==> src/rtl/busgrant_ctl.sv <==
module busgrant_ctl (
  input  logic clk,
  input  logic rst_n,
  input  logic three_wire,
  input  logic breq_in,
  input  logic back_in,
  input  logic cyc_head,
  input  logic addr_strobe,
  output logic grant,
  output logic tri_req,
  output logic bus_float
);
  typedef enum logic [1:0] {ST_IDLE, ST_GRANT, ST_HELD, ST_FREE} st_t;

  st_t        state, nxt;
  logic [1:0] req_q, ack_q;
  logic       req_v, ack_v;

  always_ff @(posedge clk) begin
    if (!rst_n) begin
      req_q <= '0;
      ack_q <= '0;
    end else begin
      req_q <= {req_q[0], breq_in};
      ack_q <= {ack_q[0], back_in};
    end
  end

  assign req_v = req_q[1];
  assign ack_v = three_wire & ack_q[1];

  always_comb begin
    nxt = state;
    case (state)
      ST_IDLE:  if (req_v) nxt = ST_GRANT;
      ST_GRANT: begin
        if (ack_v)       nxt = ST_HELD;
        else if (!req_v) nxt = ST_FREE;
      end
      ST_HELD:  if (!ack_v) nxt = ST_FREE;
      default:  nxt = ST_IDLE;
    endcase
  end

  always_ff @(posedge clk) begin
    if (!rst_n)         state <= ST_IDLE;
    else if (!cyc_head) state <= nxt;
  end

  assign grant     = (state == ST_GRANT);
  assign tri_req   = (state != ST_IDLE);
  assign bus_float = tri_req & ~addr_strobe;
endmodule

==> config.mk <==
export PLATFORM = sky130hd
export DESIGN_NAME = busgrant_ctl
export DESIGN_NICKNAME = d
export VERILOG_FILES = /design/src/rtl/busgrant_ctl.sv
export SDC_FILE = /design/constraint.sdc
export NUM_CORES = 1
export LEC_CHECK = 0
export ABC_CLOCK_PERIOD_IN_PS = 4500
export BUFFER_PORTS_ARGS = -buffer_cell sky130_fd_sc_hd__buf_2
export CORE_AREA = 2 2 39 41
export CTS_CLUSTER_DIAMETER = 150
export DETAILED_ROUTE_END_ITERATION = 12
export DIE_AREA = 0 0 41 43
export PLACE_DENSITY = 0.44
export REMOVE_ABC_BUFFERS = 1
export SKIP_LAST_GASP = 1
export SYNTH_ARGS = -nofsm -noshare
export SYNTH_HDL_FRONTEND = slang
export SYNTH_SLANG_ARGS = --single-unit
==> constraint.sdc <==
create_clock -name clk -period 4.5 [get_ports clk]
set_clock_uncertainty 0.2 [all_clocks]
set_input_delay 0.225 -clock clk [delete_from_list [all_inputs] [get_ports clk]]
set_output_delay 0.225 -clock clk [all_outputs]
set_load 0.1 [all_outputs]
# ---- Yosys cells after proc, flatten, opt, wreduce, memory -nomap -nowiden
# Cells that the tools add are included.
dict set report totals {
  input_bits 7
  elab_cells 20
  reg_bits 6
}
dict set report classes {
  bitwise_logic 4
  n_reduce_logical 3
  mux 5
  eq_ne 5
}
# operator count
set op_table {}
lappend op_table {{2-to-1 mux 2 bit} 4}
lappend op_table {{case mux 2 bit (3 select lines)} 1}
lappend op_table {{!= test 2 bit, second input constant} 2}
lappend op_table {{AND reduction 4 bit} 1}
lappend op_table {{!= test 3 x 2 -> 1 bit, second input constant} 1}
lappend op_table {{bitwise AND 1 bit} 2}
lappend op_table {{== test 2 x 1 -> 1 bit, second input constant} 1}
lappend op_table {{== test 2 bit, second input constant} 1}
lappend op_table {{zero test 2 bit} 1}
lappend op_table {{NOT 1 bit} 2}
lappend op_table {{nonzero test 2 bit} 1}

# ---- Logic depth before layout (Yosys ltp)
dict set report depth {
  word_depth 3
  mapped_depth 5
}

# ---- Worst setup path after synthesis
# Ideal clock, no wire load.
dict set report synth_timing {
  kind {register to output}
  from {reg state[0]}
  to {out bus_float}
  t_arrival_ps 1906
  path_buffers 0
  path_slack_ps 2169
  required_ps 4075
  stages_incl_launch_ff 4
  path_cell_list {dfxtp_1 inv_1 ha_1 nor2_1}
}
dict set report synth_between {
  elab_chain_cells 2
}
# element line_no
set synth_lines {}
lappend synth_lines {{start, declared} 15} ;# st_t state, nxt;
lappend synth_lines {{start signal, assigned} 47} ;# else if (!cyc_head) state <= nxt;
lappend synth_lines {{nonzero test 2 bit} 51} ;# assign tri_req = (state != ST_IDLE);
lappend synth_lines {{bitwise AND 1 bit} 52} ;# assign bus_float = tri_req & ~addr_strobe;
lappend synth_lines {{end, declared} 11} ;# output logic bus_float
# Every way passes these cells.

# ---- Worst setup path after layout
# Ends and elaborated chain as after synthesis.

==> flow_summary.yaml <==
global_route:
  grt_pass1_wl_um: 938
  track_usage_pct: 8.643
  grt_max_degree: 9
  overflow: 0
  first_global_vias: 253
  antenna_found_initial: 0
power:
  p_per_area_nw_per_um2: 337.1
  ir_worst_vdd_mv: 0.1557
  fin_total_pwr_uw: 139.6
  p_leak_uw: 0.0001865
detailed_routing:
  via_per_inst: 3.915
  postRouteAntennaNets: 0
  drt-initial-drc-count: 1
  wire_per_inst_um: 9.339
  vias: 231
  drt-total-wl_um: 551
  post-route-drc-count: 0
  drt-pass1-iter-count: 2
clock_tree:
  clock_sinks: 6
  h-tree-depth: 1
  cts_made_buffers: 3
  ctsResizeCount: 0
  clk-insertion-delay-late_ns: 0.24
  clockBufferDepth: 2
  cts-root-buf: "clkbuf_4"
  cts_tree: "built"
  clkTransAtPathRegs_ns: 0.04
sta:
  timing.setup.tns_ns: 0
  layout_worst_path_cycle_share_pct: 42.30
  worstMarginPinSlew_ns: 0.4848
  rsz0062_at_grt: "no"
  fin_crit_ns: 1.904
  finalMaxSlewViolations: 0
  fmax_mhz: 525.3
  layout_setup_ws_ns: 2.596
  final-hold-violation-count: 0
  max_slew_margin_pct: 67.90
  setup_viol_count_final: 0
floorplanning:
  die_x_um: 41
  initial_core_util_pct: 22.15
  io_pins: 10
  row_count: 14
  die-height_um: 43
  core_um2: 1384
  die_area_um2: 1763
logic_synthesis:
  ys_seq_area_share_pct: 39.18
  synth_seq_cells: 6
  synth.cell_area_um2: 306.5
  postSynthCellCount: 29
  synth_cell_types: 12
  synth.avg_cell_area_um2: 10.57
  yosys_warnings: 0
setup_path:
  crit_required_ns: 4.07
  r2r_end: "state[0]"
  r2r-start: "state[1]"
  cp-startpoint: "state[0]"
  regToRegSetupSlack_ns: 2.78
  startpoint_type: "flip-flop"
  path_max_fanout: 4
  endpoint_kind: "primary output"
  reg2regPathDepth: 5
  cp_data_arrival_time_ns: 1.48
  crit_path_end: "bus_float"
  path_class: "flip-flop to primary output"
outcome:
  outcome: "finished clean"
placement:
  gp_congestion: 0.5874
  io_buffers: 9
  place_area_um2: 371.6
  hpwl_um: 450.4
  place_ws_ns: 2.763
cells_and_area:
  area_growth_syn_to_layout_pct: 35.10
  finalInstanceArea_um2: 414.1
  drive_above_1_share_pct: 32.56
  diodes: 0
  final_nets: 56
  utilization_pct: 29.93
run:
  maxCapViolations: 0
hold_path:
  hold_path.class: "primary input to flip-flop"
-- report_power, final --
group          leakage, uW  internal (uW)  switching (uW)  total, uW
Sequential       0.0000493           56.0            1.76       57.7
Combinational     0.000123           9.68            24.0       33.7
Clock            0.0000138           30.1            18.1       48.2
Total             0.000186           95.8            43.9        140
-- area by class of cell --
type / instances / area (um^2)
well taps: 16 / 20.02
clock buffers: 3 / 22.52
inverters: 4 / 15.01
fillers: 152 / 969.7
repair buffers: 11 / 65.06
flip-flops and latches: 6 / 120.1
multi-input cells: 19 / 171.4
-- sequential cells by signal, indices dropped and copies added (netlist names) --
signal	cells
state	2
ack_q	2
req_q	2
-- critical path: stages, from the launching register on --
cell and delay, ns:
dfxtp_1 0.38, inv_1 0.08, ha_1 0.24, nor2_1 0.12, buf_2 0.43
-- Yosys cell counts --
| master | count | share of area, % |
|---|---|---|
| nand2_1 | 3 | 3.7 |
| dfxtp_1 | 6 | 39 |
| and2_1 | 4 | 8.2 |
| ha_1 | 4 | 16 |
| a21boi_1 | 1 | 2.4 |
| nor2_1 | 1 | 1.2 |
| inv_1 | 4 | 4.9 |
| a2111oi_4 | 1 | 9.0 |
| mux2i_1 | 2 | 6.5 |
| and3_4 | 1 | 3.7 |
| nor2b_1 | 1 | 2.0 |
| o311ai_0 | 1 | 2.9 |
-- per-stage QoR --
stage / hold slack (ns) / instances
6_report: 0.08936 / 59
5_1_grt: 0.1016 / 59
4_1_cts: 0.08676 / 59
3_5_place_dp: 0.2191 / 54
3_3_place_gp: 0.2200 / 54
2_1_floorplan: 0.1467 / 29
-- kinds of logic after synthesis --
logic type	synth area share [%]
flops	39.19
mux	6.531
compound gates	14.29
fa+ha+maj	16.33
simple gates	18.77
buf+inv	4.897
-- layer usage --
metal	share of wire, %	track usage [%]	vias to the layer above
met5	0	0	-
met4	1.5	8.000	0
met3	9.4	4.712	2
met2	45	12.19	9
met1	44	8.387	97
li1	-	-	123
-- worst min path at each step --
stage	endpoint	slack, ns	from	depth (start not counted)
3_5_place_dp	req_q[1]	0.22	req_q[0]	1
3_3_place_gp	ack_q[1]	0.22	ack_q[0]	1
5_1_grt	state[1]	0.10	cyc_head	3
4_1_cts	state[1]	0.09	cyc_head	3
6_report	ack_q[1]	0.09	rst_n	2
2_1_floorplan	ack_q[0]	0.15	rst_n	1
-- placed cells by master, fill, tap and decap left out --
cell / Yosys / routed
a2111oi_4: 1 / 1
a21boi_1: 1 / 1
and2_1: 4 / 4
and3_4: 1 / 1
buf_2: 0 / 9
clkbuf_4: 0 / 3
dfxtp_1: 6 / 6
dlygate4sd3_1: 0 / 2
ha_1: 4 / 4
inv_1: 4 / 4
mux2i_1: 2 / 2
nand2_1: 3 / 3
nor2_1: 1 / 1
nor2b_1: 1 / 1
o311ai_0: 1 / 1
-- what timing repair did --
action	4_1_cts	5_1_grt
hold buffers	2	0
endpoints found under the hold margin	2	0
setup buffers	0	0
Note: power is estimated with default switching activity, not from simulation.
